## config.mk

```make
export PLATFORM = sky130hd
export DESIGN_NAME = pirq_pic_router
export DESIGN_NICKNAME = d
export VERILOG_FILES = /design/src/rtl/pirq_router_pkg.sv /design/src/rtl/pirq_route_regs.sv /design/src/rtl/pirq_level_map.sv /design/src/rtl/pirq_pic_router.sv
export SDC_FILE = /design/constraint.sdc
export NUM_CORES = 1
export LEC_CHECK = 0
export ABC_AREA = 0
export BUFFER_PORTS_ARGS = -buffer_cell sky130_fd_sc_hd__buf_4
export CORE_MARGIN = 1
export CORE_UTILIZATION = 54
export DETAILED_ROUTE_END_ITERATION = 16
export HOLD_SLACK_MARGIN = 0.12
export MAX_ROUTING_LAYER = met4
export PLACE_DENSITY = 0.94
export SLEW_MARGIN = 20
export SYNTH_ARGS = -nofsm -noshare
export SYNTH_HDL_FRONTEND = slang
export SYNTH_SLANG_ARGS = --single-unit
```

## constraint.sdc

```tcl
create_clock -name clk_i -period 1.8 [get_ports clk_i]
set_input_delay 0.18 -clock clk_i [delete_from_list [all_inputs] [get_ports clk_i]]
set_output_delay 0.18 -clock clk_i [all_outputs]
set_load 0.05 [all_outputs]
```

## src/rtl/pirq_router_pkg.sv

```systemverilog
package pirq_router_pkg;

   localparam int unsigned ROUTE_W = 8;   // one routing byte per lane
   localparam int unsigned LANES   = 4;   // byte lanes in a config dword

   // Shared line hit by device pin intx in the given slot: (intx + slot - 1) mod n
   function automatic int unsigned slot_to_pirq(input int unsigned slot,
                                                input int unsigned intx,
                                                input int unsigned n);
      return (intx + slot + n - 1) % n;
   endfunction

endpackage

```

## src/rtl/pirq_route_regs.sv

```systemverilog
module pirq_route_regs
   import pirq_router_pkg::*;
#(
   parameter int unsigned           NUM_PIRQ    = 4,
   parameter int unsigned           ADDR_W      = 8,
   parameter logic [ADDR_W-1:0]     ROUTE_BASE  = 8'h60,
   parameter logic [ROUTE_W-1:0]    ROUTE_RESET = 8'h80
) (
   input  logic                              clk_i,
   input  logic                              rst_ni,
   input  logic                              wr_en_i,
   input  logic [ADDR_W-1:0]                 wr_addr_i,
   input  logic [LANES*ROUTE_W-1:0]          wr_data_i,
   input  logic [LANES-1:0]                  wr_be_i,
   input  logic [ADDR_W-1:0]                 rd_addr_i,
   output logic [LANES*ROUTE_W-1:0]          rd_data_o,
   output logic [NUM_PIRQ-1:0][ROUTE_W-1:0]  route_o
);

   initial begin
      assert (NUM_PIRQ >= 1 && NUM_PIRQ <= LANES)
         else $error("NUM_PIRQ must fit in one configuration dword");
      assert (ROUTE_BASE[1:0] == 2'b00)
         else $error("ROUTE_BASE must be dword aligned");
   end

   logic wr_hit, rd_hit;
   logic [NUM_PIRQ-1:0][ROUTE_W-1:0] route_q;

   assign wr_hit = wr_en_i && (wr_addr_i[ADDR_W-1:2] == ROUTE_BASE[ADDR_W-1:2]);
   assign rd_hit = (rd_addr_i[ADDR_W-1:2] == ROUTE_BASE[ADDR_W-1:2]);

   for (genvar p = 0; p < NUM_PIRQ; p++) begin : g_lane
      always_ff @(posedge clk_i) begin
         if (!rst_ni)
            route_q[p] <= ROUTE_RESET;
         else if (wr_hit && wr_be_i[p])
            route_q[p] <= wr_data_i[p*ROUTE_W +: ROUTE_W];
      end

      // a routing byte moves only under a matching, enabled write
      a_r2_lane_hold: assert property (@(posedge clk_i) disable iff (!rst_ni)
         !(wr_en_i && wr_be_i[p] &&
           wr_addr_i[ADDR_W-1:2] == ROUTE_BASE[ADDR_W-1:2]) |=> $stable(route_o[p]));
   end

   always_comb begin
      rd_data_o = '0;
      if (rd_hit) begin
         for (int p = 0; p < NUM_PIRQ; p++)
            rd_data_o[p*ROUTE_W +: ROUTE_W] = route_q[p];
      end
   end

   assign route_o = route_q;

endmodule

```

## src/rtl/pirq_level_map.sv

```systemverilog
module pirq_level_map
   import pirq_router_pkg::*;
#(
   parameter int unsigned NUM_PIRQ  = 4,
   parameter int unsigned NUM_LINES = 16,
   localparam int unsigned LINE_W   = (NUM_LINES > 1) ? $clog2(NUM_LINES) : 1,
   localparam int unsigned MAP_W    = NUM_LINES * NUM_PIRQ
) (
   input  logic                              clk_i,
   input  logic                              rst_ni,
   input  logic [NUM_PIRQ-1:0][ROUTE_W-1:0]  route_i,
   input  logic [NUM_PIRQ-1:0]               level_i,
   output logic [MAP_W-1:0]                  map_o
);

   initial begin
      assert (NUM_LINES <= (1 << ROUTE_W))
         else $error("NUM_LINES exceeds the routing value range");
      assert ((1 << LINE_W) == NUM_LINES)
         else $error("NUM_LINES must be a power of two");
   end

   logic [NUM_PIRQ-1:0] enabled;
   logic [MAP_W-1:0]    map_d, map_q;

   for (genvar p = 0; p < NUM_PIRQ; p++) begin : g_en
      assign enabled[p] = (int'(route_i[p]) < NUM_LINES);
   end

   // Bit (line*NUM_PIRQ + pirq) holds a level routed to that line
   for (genvar l = 0; l < NUM_LINES; l++) begin : g_line
      for (genvar p = 0; p < NUM_PIRQ; p++) begin : g_pirq
         assign map_d[l*NUM_PIRQ + p] = level_i[p] && enabled[p] &&
                                        (route_i[p][LINE_W-1:0] == LINE_W'(l));
      end
   end

   always_ff @(posedge clk_i) begin
      if (!rst_ni) map_q <= '0;
      else         map_q <= map_d;
   end

   assign map_o = map_q;

   for (genvar p = 0; p < NUM_PIRQ; p++) begin : g_chk
      logic [NUM_LINES-1:0] column;
      for (genvar l = 0; l < NUM_LINES; l++) begin : g_col
         assign column[l] = map_q[l*NUM_PIRQ + p];
      end

      // a disabled route leaves its column empty next cycle
      a_r6_disabled_quiet: assert property (@(posedge clk_i) disable iff (!rst_ni)
         (int'(route_i[p]) >= NUM_LINES) |=> (column == '0));

      // an enabled, high line sets the bit its route chose
      a_r5_routed_bit: assert property (@(posedge clk_i) disable iff (!rst_ni)
         ((int'(route_i[p]) < NUM_LINES) && level_i[p]) |=>
            map_q[int'($past(route_i[p][LINE_W-1:0]))*NUM_PIRQ + p]);

      // one shared line reaches at most one output
      a_r5_one_target: assert property (@(posedge clk_i) disable iff (!rst_ni)
         $countones(column) <= 1);
   end

endmodule

```

## src/rtl/pirq_pic_router.sv

```systemverilog
module pirq_pic_router
   import pirq_router_pkg::*;
#(
   parameter int unsigned        NUM_PIRQ    = 4,
   parameter int unsigned        NUM_LINES   = 16,
   parameter int unsigned        ADDR_W      = 8,
   parameter logic [ADDR_W-1:0]  ROUTE_BASE  = 8'h60,
   parameter logic [7:0]         ROUTE_RESET = 8'h80,
   localparam int unsigned       MAP_W       = NUM_LINES * NUM_PIRQ,
   localparam int unsigned       PIRQ_W      = (NUM_PIRQ > 1) ? $clog2(NUM_PIRQ) : 1
) (
   input  logic                      clk_i,
   input  logic                      rst_ni,
   input  logic                      cfg_wr_en_i,
   input  logic [ADDR_W-1:0]         cfg_wr_addr_i,
   input  logic [31:0]               cfg_wr_data_i,
   input  logic [3:0]                cfg_wr_be_i,
   input  logic [ADDR_W-1:0]         cfg_rd_addr_i,
   output logic [31:0]               cfg_rd_data_o,
   input  logic [NUM_PIRQ-1:0]       pirq_level_i,
   input  logic [7:0]                dev_devfn_i,
   input  logic [1:0]                dev_intx_i,
   output logic [PIRQ_W-1:0]         dev_pirq_o,
   output logic [NUM_LINES-1:0]      irq_o
);

   logic [NUM_PIRQ-1:0][ROUTE_W-1:0] route;
   logic [MAP_W-1:0]                 level_map;

   pirq_route_regs #(
      .NUM_PIRQ    (NUM_PIRQ),
      .ADDR_W      (ADDR_W),
      .ROUTE_BASE  (ROUTE_BASE),
      .ROUTE_RESET (ROUTE_RESET)
   ) u_regs (
      .clk_i     (clk_i),
      .rst_ni    (rst_ni),
      .wr_en_i   (cfg_wr_en_i),
      .wr_addr_i (cfg_wr_addr_i),
      .wr_data_i (cfg_wr_data_i),
      .wr_be_i   (cfg_wr_be_i),
      .rd_addr_i (cfg_rd_addr_i),
      .rd_data_o (cfg_rd_data_o),
      .route_o   (route)
   );

   pirq_level_map #(
      .NUM_PIRQ  (NUM_PIRQ),
      .NUM_LINES (NUM_LINES)
   ) u_map (
      .clk_i   (clk_i),
      .rst_ni  (rst_ni),
      .route_i (route),
      .level_i (pirq_level_i),
      .map_o   (level_map)
   );

   // Wired-OR of every map bit belonging to a line
   for (genvar l = 0; l < NUM_LINES; l++) begin : g_out
      assign irq_o[l] = |level_map[l*NUM_PIRQ +: NUM_PIRQ];
   end

   // Slot swizzle: slot number is devfn[7:3]
   assign dev_pirq_o = PIRQ_W'(slot_to_pirq(int'(dev_devfn_i[7:3]),
                                            int'(dev_intx_i), NUM_PIRQ));

   // no output without some input level in the cycle before
   a_r7_needs_source: assert property (@(posedge clk_i) disable iff (!rst_ni)
      (irq_o != '0) |-> ($past(pirq_level_i) != '0));

endmodule

```

## Word level (Yosys, flattened, before mapping)

Cells that the tools add are included.

- $lt $le $gt $ge: 4
- Reductions and logical operators: 93
- Equality and inequality tests: 62
- Add/sub/neg operators: 3
- Muxes and demuxes: 1

Operators with widths:

| operator | number |
|---|---|
| $eq A4 B4 Y1 const B | 32 |
| $logic_and A1 B1 Y1 | 73 |
| $eq A4 B3 Y1 const B | 16 |
| $reduce_or A4 Y1 | 16 |
| $eq A4 B2 Y1 const B | 8 |
| $lt A8 B5 Y1 const B | 4 |
| $mux W32 | 1 |
| $eq A4 B1 Y1 const B | 4 |
| $logic_not A4 Y1 | 4 |
| $eq A6 B5 Y1 const B | 2 |
| $add A2 B1 Y2 const B | 1 |
| $add A2 B2 Y2 | 1 |
| $sub A2 B1 Y2 const B | 1 |

- Word-level logic and storage cells: 168
- Output and inout bits: 50
- Bits of input ports: 69
- Register bits after elaboration: 96

## Depth between registers and ports, before layout

Gate-level depths: netlist of run 1.

- Depth in word-level cells: 3
- Mapped depth: 4
- Mapped depth without buffers: 3

## Hierarchy

A second synthesis of run 1 with hierarchy kept.

- Cells, all modules: 371
- Area, all modules: 3772.4 µm²

Modules (own cells, without submodules):

| module | area each (µm²) | instances | cells each | sequential area each (µm²) |
|---|---|---|---|---|
| pirq_level_map | 1995.7 | 1 | 169 | 1281.2 |
| pirq_route_regs | 1609.0 | 1 | 181 | 640.6 |
| pirq_pic_router | 167.7 | 1 | 21 | 0.0 |

## Worst setup path after synthesis of run 1

Ideal clock, no wire load.

- Path type: in2out
- Start point: input port cfg_rd_addr_i[7]
- End point: output port cfg_rd_data_o[10]
- Data arrival time: 1298 ps
- Required time: 1620 ps
- Path buffers: 1
- Cell stages on the path: 4
- Slack: 322 ps
- Path through: nand4bb_1 > nor3_1 > clkbuf_1 > and2_1

- Longest elaborated chain between the ends: 2

RTL lines:

| item | line | source |
|---|---|---|
| start, declared | pirq_pic_router.sv:18 | `input logic [ADDR_W-1:0] cfg_rd_addr_i,` |
| $eq A6 B5 Y1 | pirq_route_regs.sv:31 | `assign rd_hit = (rd_addr_i[ADDR_W-1:2] == ROUTE_BASE[ADDR_W-1:2]);` |
| $mux W32 | pirq_route_regs.sv:49 | `if (rd_hit) begin` |
| end, declared | pirq_pic_router.sv:19 | `output logic [31:0] cfg_rd_data_o,` |

No other way between the ends.

## Worst setup path after layout of run 1

- Start point: register u_map.map_q[1], in the netlist u_map.map_o[1]
- End point: output port irq_o[0]

- Longest elaborated chain between the ends: 1

RTL lines:

| item | line | source |
|---|---|---|
| start, declared | pirq_level_map.sv:24 | `logic [MAP_W-1:0] map_d, map_q;` |
| start signal, assigned | pirq_level_map.sv:40 | `else map_q <= map_d;` |
| $reduce_or A4 Y1 | pirq_pic_router.sv:60 | `assign irq_o[l] = \|level_map[l*NUM_PIRQ +: NUM_PIRQ];` |
| end, declared | pirq_pic_router.sv:24 | `output logic [NUM_LINES-1:0] irq_o` |

No other way between the ends.

==> results.toml, run 1 <==
[worst_setup_path]
path_class = "flop to primary output"
required_ns = 1.62
endpoint = "irq_o[0]"
worstPathMaxFanout = 1
startpoint_type = "flop"
cp-end-kind = "primary output"
critPathLaunch = "u_map.map_o[1]"
reg2reg_depth = 4
critPathArrivalTime_ns = 1.50
r2r_end = "u_map.map_o[9]"
r2r_start = "u_regs.route_o[15]"
ff2ff_setup_slack_ns = 0.19

[sta]
rsz0062_at_grt = "false"
timing.fmax_mhz = 593.6
final-hold-violation-count = 0
drv_slew = 0
slew-limit-headroom_pct = 70.30
tns_ns = 0
worstMarginPinSlew_ns = 0.4419
clock_skew_ns = 0.01955
setup_viol = 0
post-route-period-util_pct = 93.59
min_period_ns = 1.685

[floorplan]
die-area_um2 = 6973
initial_utilization_pct = 56.17
coreArea_um2 = 6386
num_rows = 29
io_pins = 119
die_y_um = 83.51
chipWidth_um = 83.51

[detailed_routing]
routedWlPerCell_um = 18.77
vias_per_cell = 5.748
drtIter0Drc = 286
route.detailed.drc = 0
vias = 3472
ant_nets = 0
firstDrtPassIters = 5
routed_wl_um = 11340

[cts]
cts_root_buf = "clkbuf_8"
clock-sinks = 96
clk_pin_slew_ns = 0.10
cts_htree_levels = 3
cts_buffers = 9
cts_tree = "yes"
insertion_delay_ns = 0.37
post-cts-setup-buffer-count = 0
clk_path_buf_depth = 2

[global_route]
grt_max_degree = 33
overflow = 0
grt_pass1_wl_um = 17720
grt_antenna_before_repair = 0
grt_pass1_vias = 3503
grt_usage_pct = 34.11

[placement]
place_area_um2 = 4519
portBuffers = 108
place_congestion = 0.9190
dp_hpwl_um = 6295

[finish]
nNetsFinal = 592
drive_above_1_share_pct = 26.76
num-fill-cells = 328
area.sequential_um2 = 1922
syn2layout_area_growth_pct = 40.98
antenna_cells = 0
multi_input_area_um2 = 1598
final_area_um2 = 5057

[synth]
synth_top_area_share_pct = 53.58
synth_seq_cells = 96
yosys.area.top_type = "dfxtp_1"
syn_area_per_cell_um2 = 9.465
yosys_warnings = 0
yosys-top-cells-area = "dfxtp_1 54%, mux2i_1 8.9%, and2_1 6.3%, nand2_1 6.3%, nor2_1 5.4%"
ys_types = 20
yosysSeqAreaShare_pct = 53.58
syn_inst = 379
syn_area_um2 = 3587
synth_nets = 449

[power]
powerDensity_nw_per_um2 = 775.5
ir_worst_vdd_v = 0.0005023
leakagePower_uw = 0.002138

[flow_run]
maxCapViolCount = 0

[hold_path]
hp-class = "primary input to flop"

[outcome]
run_status = "finished clean"
-- flip-flops by register name, indices dropped and copies added (netlist names) --
name and cells:
u_regs.route_o 32, u_map.map_o 64
-- metal layers --
metal  GRT usage [%]  vias up  part of all wire (%)
met1           39.24     1622                    37
met4           16.18        0                   4.1
met3           7.517       51                   9.6
li1                -     1548                     -
met2           56.86      251                    49
met5               -        -                     0
-- power by group --
group / leakage [uW] / internal [uW] / switching (uW)
logic: 0.00126 / 165 / 136
registers: 0.000773 / 2120 / 2.64
clock network: 0.000101 / 700 / 794
total: 0.00214 / 2990 / 933
-- Yosys cell counts --
cell	number
dfxtp_1	96
nor4_4	4
nor2_1	52
ha_1	1
nand3_1	4
nand4bb_1	1
clkbuf_1	18
inv_1	3
nor2b_1	8
nand4_1	4
nor4_1	4
nand4b_4	1
or4_1	16
and2_1	36
xnor2_1	2
nand2_1	60
nand2b_1	12
mux2i_1	32
nand4b_1	8
nor3_1	17
-- critical path, cell delays in order, from the launching register on --
cell and delay [ns]:
dfxtp_1 0.32, or4_1 0.60, buf_4 0.23
-- cell usage in the layout, fill, tap and decap left out, drive strengths merged --
master | synthesis | routed
and2 | 36 | 36
buf | 0 | 118
bufinv | 0 | 1
clkbuf | 18 | 10
clkinvlp | 0 | 2
dfxtp | 96 | 96
dlygate4sd3 | 0 | 32
ha | 1 | 1
inv | 3 | 6
mux2i | 32 | 32
nand2 | 60 | 60
nand2b | 12 | 12
nand3 | 4 | 4
nand4 | 4 | 4
nand4b | 9 | 9
nand4bb | 1 | 1
nor2 | 52 | 52
nor2b | 8 | 8
nor3 | 17 | 17
nor4 | 8 | 8
or4 | 16 | 16
xnor2 | 2 | 2
-- kinds of logic (layout without fill, tap and decap cells) --
kind of cell,Yosys count,in the layout,share of synthesized area [%]
and+or+nand+nor,227,227,34.46
DFF,96,96,53.58
muxes,32,32,8.929
buffers and inverters,21,169,2.197
xor gates and xnor gates,2,2,0.4884
adders and majority gates,1,1,0.3487
-- how the worst min path moves through the flow --
stage | from | to | slack [ns] | depth (start not counted)
2_1_floorplan | cfg_wr_data_i[12] | u_regs.route_o[12] | 0.32 | 2
3_3_place_gp | cfg_wr_data_i[7] | u_regs.route_o[7] | 0.43 | 3
3_5_place_dp | cfg_wr_data_i[4] | u_regs.route_o[4] | 0.44 | 3
4_1_cts | rst_ni | u_regs.route_o[17] | 0.21 | 3
5_1_grt | rst_ni | u_regs.route_o[17] | 0.24 | 3
6_report | rst_ni | u_regs.route_o[17] | 0.22 | 3
-- layout make-up --
type                       instances  share of cell area [%]
multi-input combinational        262                   31.59
timing repair buffer             150                   24.10
clock buffer                      10                   2.721
tap                               77                   1.905
inverter                           3                  0.2227
clock inverter                     6                   1.460
sequential                        96                   38.00
-- timing repair --
item	in CTS	in global routing
gates resized for setup	0	1
endpoints found under the setup margin	0	5
hold buffers	32	0
hold endpoints to repair	32	0
-- metrics by stage --
step	hold WS [ns]	cells	power (uW)	utilization, %	worst slack [ns]
after global placement	0.4343	556	2393	70.77	0.3544
after detailed placement	0.4439	556	2399	70.77	0.3034
after floorplan	0.3221	379	2268	-	0.3221
after global routing	0.2388	604	4013	79.19	0.1026
after CTS	0.2077	604	3882	79.09	0.1716
final	0.2233	604	3922	79.19	0.1155
Note: power is estimated with default switching activity, not from simulation.
==> run 2: changes to the inputs <==
CORE_UTILIZATION = 45   (was 54)
PLACE_DENSITY = 0.84   (was 0.94)
clock period = 1.4 ns   (was 1.8 ns; I/O delays follow)
==> results.toml, run 2 (synthesis gave the netlist of run 1 again) <==
[outcome]
run_status = "finished with violations"
failed_checks = "setup timing"

[cts]
clk_path_buf_depth = 2
cts_htree_levels = 3
insertion_delay_ns = 0.35
cts_root_buf = "clkbuf_8"
clk_pin_slew_ns = 0.10
cts_buffers = 9
cts_tree = "yes"
clock-sinks = 96

[hold_path]
min_delay_path_depth = 3
hold_path_startpoint = "rst_ni"
whs_endpoint = "u_regs.route_o[19]"
hp-class = "primary input to flop"

[sta]
timing.fmax_mhz = 659.0
finalWorstSetupSlack_ns = -0.1175
worstMarginPinSlew_ns = 0.2921
clock_skew_ns = 0.01359
slew-limit-headroom_pct = 80.38
rsz0062_at_grt = "true"
worst_hold_slack_ns = 0.1441
drv_slew = 0
tns_ns = -1.503
setup_viol = 16
final-hold-violation-count = 0
min_period_ns = 1.518
post-route-period-util_pct = 108.4

[power]
ir_worst_vdd_v = 0.0004281
powerDensity_nw_per_um2 = 876.2
leakagePower_uw = 0.002205

[global_route]
grt_antenna_before_repair = 0
grt_util_met1_pct = 25.20
grt_pass1_wl_um = 15160
grt_usage_pct = 24.14
met2_usage_pct = 44.19
grt_pass1_vias = 3215
grt_max_degree = 52
grt.busiest_layer = "met2"
use_met3_pct = 4.774
overflow = 0

[finish]
drive_above_1_share_pct = 34.21
num-fill-cells = 570
nNetsFinal = 600
largest_reg_flops = 64
antenna_cells = 0
syn2layout_area_growth_pct = 49.60
final_cell_mix = "103 x buf_4, 80 x dfxtp_1, 60 x nand2_1, 52 x nor2_1, 36 x and2_1"
final_common_cell = "buf_4"

[detailed_routing]
route.detailed.drc = 0
routedWlPerCell_um = 14.87
vias_per_cell = 4.994
firstDrtPassIters = 4
ant_nets = 0
routed_wl_um = 9470
vias = 3181
drtIter0Drc = 204

[flow_run]
maxCapViolCount = 0

[worst_setup_path]
cp-end-kind = "primary output"
path_class = "flop to primary output"
critPathArrivalTime_ns = 1.38
worstPathMaxFanout = 1
startpoint_type = "flop"
required_ns = 1.26
r2r_end = "u_map.map_o[5]"
r2r_start = "u_regs.route_o[14]"
ff2ff_setup_slack_ns = 0.04
reg2reg_depth = 4

[floorplan]
chipWidth_um = 91.29
coreArea_um2 = 7727
die-area_um2 = 8333
die_y_um = 91.29
io_pins = 119
initial_utilization_pct = 46.42
num_rows = 32

[placement]
portBuffers = 108
dp_hpwl_um = 6613
place_congestion = 0.9104
run 2: changes by cell type in the layout (fill, tap and decap cells not counted), sizes merged:
cell,before,now
inv,6,5
bufinv,1,0
clkinv,0,4
clkinvlp,2,0
buf,118,126
run 2: routing by layer:
layer | vias up | part of all wire (%)
li1 | 1560 | -
met2 | 119 | 54
met4 | 0 | 2.0
met3 | 19 | 5.5
met5 | - | 0
met1 | 1483 | 39
run 2: layout make-up:
class,instances,area [um^2],area share [%]
flip-flops and latches,96,1942,36.19
multi-input cells,262,1687,31.43
repair buffers,158,1430,26.65
clock buffers,10,127.6,2.378
well taps,102,127.6,2.378
clock inverters,6,41.29,0.7694
inverters,3,11.26,0.2098
run 2: critical path, stage by stage, from the launching register on:
cell	delay, ns
dfxtp_1	0.31
or4_4	0.55
buf_8	0.17
run 2: through the flow:
stage / instance area (um^2) / power (uW) / std cells / util (%) / worst slack [ns]
after floorplan: 3587 / 2916 / 379 / - / 0.002091
after global placement: 4623 / 3084 / 584 / 59.83 / 0.001665
after detailed placement: 4623 / 3092 / 584 / 59.83 / 0.0003271
after CTS: 5258 / 4724 / 634 / 68.04 / -0.1243
after global routing: 5366 / 4862 / 637 / 69.45 / -0.1468
final: 5366 / 4702 / 637 / 69.45 / -0.1175
run 2: how the worst max path moves through the flow:
stage                       startpoint                 to  slack [ns]  cells after the start
floorplan             cfg_rd_addr_i[7]  cfg_rd_data_o[10]       0.002                      4
global placement    u_regs.route_o[23]    u_map.map_o[30]       0.002                      4
detailed placement  u_regs.route_o[23]    u_map.map_o[30]      0.0003                      4
CTS                     u_map.map_o[2]           irq_o[0]       -0.12                      2
global route           u_map.map_o[10]           irq_o[2]       -0.15                      2
finish                 u_map.map_o[10]           irq_o[2]       -0.12                      2
run 2: power breakdown:
part           total [uW]  internal (uW)  leakage [uW]  switching (uW)
registers            2730           2730      0.000781            2.85
clock network        1600            654     0.0000908             942
logic                 373            215       0.00133             158
total                4700           3600       0.00221            1100
run 2: timing repair:
action	4_1_cts	5_1_grt
endpoints found under the hold margin	32	0
resized for setup	38	26
endpoints found under the setup margin	24	33
pin swaps	10	10
buffers inserted	2	3
hold buffers	32	0
==> run 3: changes to the inputs <==
--- a/config.mk
+++ b/config.mk
@@ -9,9 +9,10 @@
 export BUFFER_PORTS_ARGS = -buffer_cell sky130_fd_sc_hd__buf_4
 export CORE_MARGIN = 1
-export CORE_UTILIZATION = 45
+export CORE_UTILIZATION = 54
+export CTS_CLUSTER_SIZE = 14
 export DETAILED_ROUTE_END_ITERATION = 16
 export HOLD_SLACK_MARGIN = 0.12
 export MAX_ROUTING_LAYER = met4
-export PLACE_DENSITY = 0.84
+export PLACE_DENSITY = 0.94
 export SLEW_MARGIN = 20
 export SYNTH_ARGS = -nofsm -noshare
==> constraint.sdc (replaced) <==
create_clock -name clk_i -period 1.9 [get_ports clk_i]
set_input_delay 0 -clock clk_i [delete_from_list [all_inputs] [get_ports clk_i]]
set_output_delay 0 -clock clk_i [all_outputs]
set_load 0.05 [all_outputs]
==> results.toml, run 3 (synthesis gave the netlist of run 1 again) <==
[worst_setup_path]
max_stage_delay_ns = 0.84
cp-end-kind = "flop"
startpoint_type = "flop"
worstPathMaxFanout = 4
critical-path-slowest-cell = "nor4_1"
path_class = "flop to flop"
reg2reg_depth = 3
critPathArrivalTime_ns = 2.32
required_ns = 2.17
worstPathCellList = "nor4_1 > nand3_1 > nor3_1"
ff2ff_setup_slack_ns = -0.16

[detailed_routing]
route.detailed.drc = 0
routed_wl_um = 14810
drtIter0Drc = 590
vias = 3993
vias_per_cell = 6.348
ant_nets = 0
routedWlPerCell_um = 23.55
firstDrtPassIters = 7

[cts]
insertion_delay_ns = 0.38
clk_pin_slew_ns = 0.11
post-cts-setup-buffer-count = 0
cts_htree_levels = 3
clk_path_buf_depth = 2
cts_buffers = 9
clock-sinks = 96
cts_root_buf = "clkbuf_8"
cts_tree = "yes"

[floorplan]
num_rows = 29
initial_utilization_pct = 56.17
coreArea_um2 = 6386
die-area_um2 = 6973
chipWidth_um = 83.51
io_pins = 119
die_y_um = 83.51

[finish]
largest_reg_flops = 64
drive_above_1_share_pct = 24.68
nNetsFinal = 616
syn2layout_area_growth_pct = 47.58
num-fill-cells = 273
final_cell_mix = "113 x buf_4, 96 x dfxtp_1, 61 x dlygate4sd3_1, 60 x nand2_1, 52 x nor2_1"
final_common_cell = "buf_4"

[sta]
finalWorstSetupSlack_ns = -0.1552
drv_slew = 0
slew-limit-headroom_pct = 35.52
worst_hold_slack_ns = 0.2176
worstMarginPinSlew_ns = 0.9583
min_period_ns = 2.055
setup_viol = 10
post-route-period-util_pct = 108.2
timing.fmax_mhz = 486.6
final-hold-violation-count = 0
clock_skew_ns = 0.01916

[hold_path]
min_delay_path_depth = 4
hp-class = "primary input to flop"

[global_route]
overflow = 0
grt_pass1_vias = 3883
grt_max_degree = 56
grt_antenna_before_repair = 1
grt_usage_pct = 40.70
grt_pass1_wl_um = 20940

[placement]
place_congestion = 0.9036
dp_hpwl_um = 6507
portBuffers = 108

[power]
ir_worst_vdd_v = 0.0006963
leakagePower_uw = 0.002284
power_uw = 3744
powerDensity_nw_per_um2 = 707.3

[flow_run]
maxCapViolCount = 0

[outcome]
run_status = "finished with violations"
failed_checks = "setup timing"
==> run 3: cell count changes in the layout (fill, tap and decap cells not counted), sizes merged, moves of 2 or more <==
cell	change
dlygate4sd3	+29
clkinvlp	+2
buf	-13
clkinv	-2
==> run 3: layout make-up <==
cell class | count | area, um^2 | share of cell area [%]
clock inverter | 6 | 67.56 | 1.276
timing repair buffer | 174 | 1459 | 27.56
inverter | 3 | 11.26 | 0.2127
antenna | 1 | 2.502 | 0.04727
tap | 77 | 96.34 | 1.820
multi-input combinational | 262 | 1598 | 30.18
sequential | 96 | 1922 | 36.30
clock buffer | 10 | 137.6 | 2.600
==> run 3: worst max-delay path, delay by kind of cell, from the launching register on <==
family           cells  cell delay [ns]
flip-flops           1             0.38
AND/OR/NAND/NOR      3             1.56
==> run 3: repair_timing <==
item,CTS,global route
endpoints found under the hold margin,32,0
hold buffers,61,0
gates resized for setup,0,1
endpoints found under the setup margin,0,1
==> run 3: metal layers <==
| metal | GRT usage [%] | vias up | wire (um) |
|---|---|---|---|
| li1 | - | 1598 | - |
| met1 | 46.42 | 1793 | 4972 |
| met2 | 66.99 | 439 | 6609 |
| met3 | 10.58 | 163 | 1859 |
| met4 | 19.41 | 0 | 1371 |
| met5 | - | - | 0 |
==> run 3: path summary, 6_finish.rpt <==
| path | startpoint | to |
|---|---|---|
| max | u_regs.route_o[7] | u_map.map_o[0] |
| max reg2reg | u_regs.route_o[7] | u_map.map_o[0] |
| min | cfg_wr_addr_i[3] | u_regs.route_o[23] |
| min reg2reg | u_regs.route_o[20] | u_regs.route_o[20] |
==> run 3: power by group <==
group          switching [uW]  internal [uW]  leakage [uW]
clock network             781            650     0.0000989
logic                     139            159       0.00141
registers                2.85           2010      0.000773
total                     924           2820       0.00228
==> run 3: metrics by stage <==
stage	setup TNS [ns]	area [um^2]	util (%)	worst slack, ns	cells
final	-0.4084	5294	82.90	-0.1552	629
after global routing	-0.02141	5294	82.90	-0.02141	629
after CTS	0	5285	82.76	0.2737	628
after floorplan	0	3587	-	0.7089	379
after detailed placement	0	4469	69.98	0.3291	551
after global placement	0	4469	69.98	0.4426	551
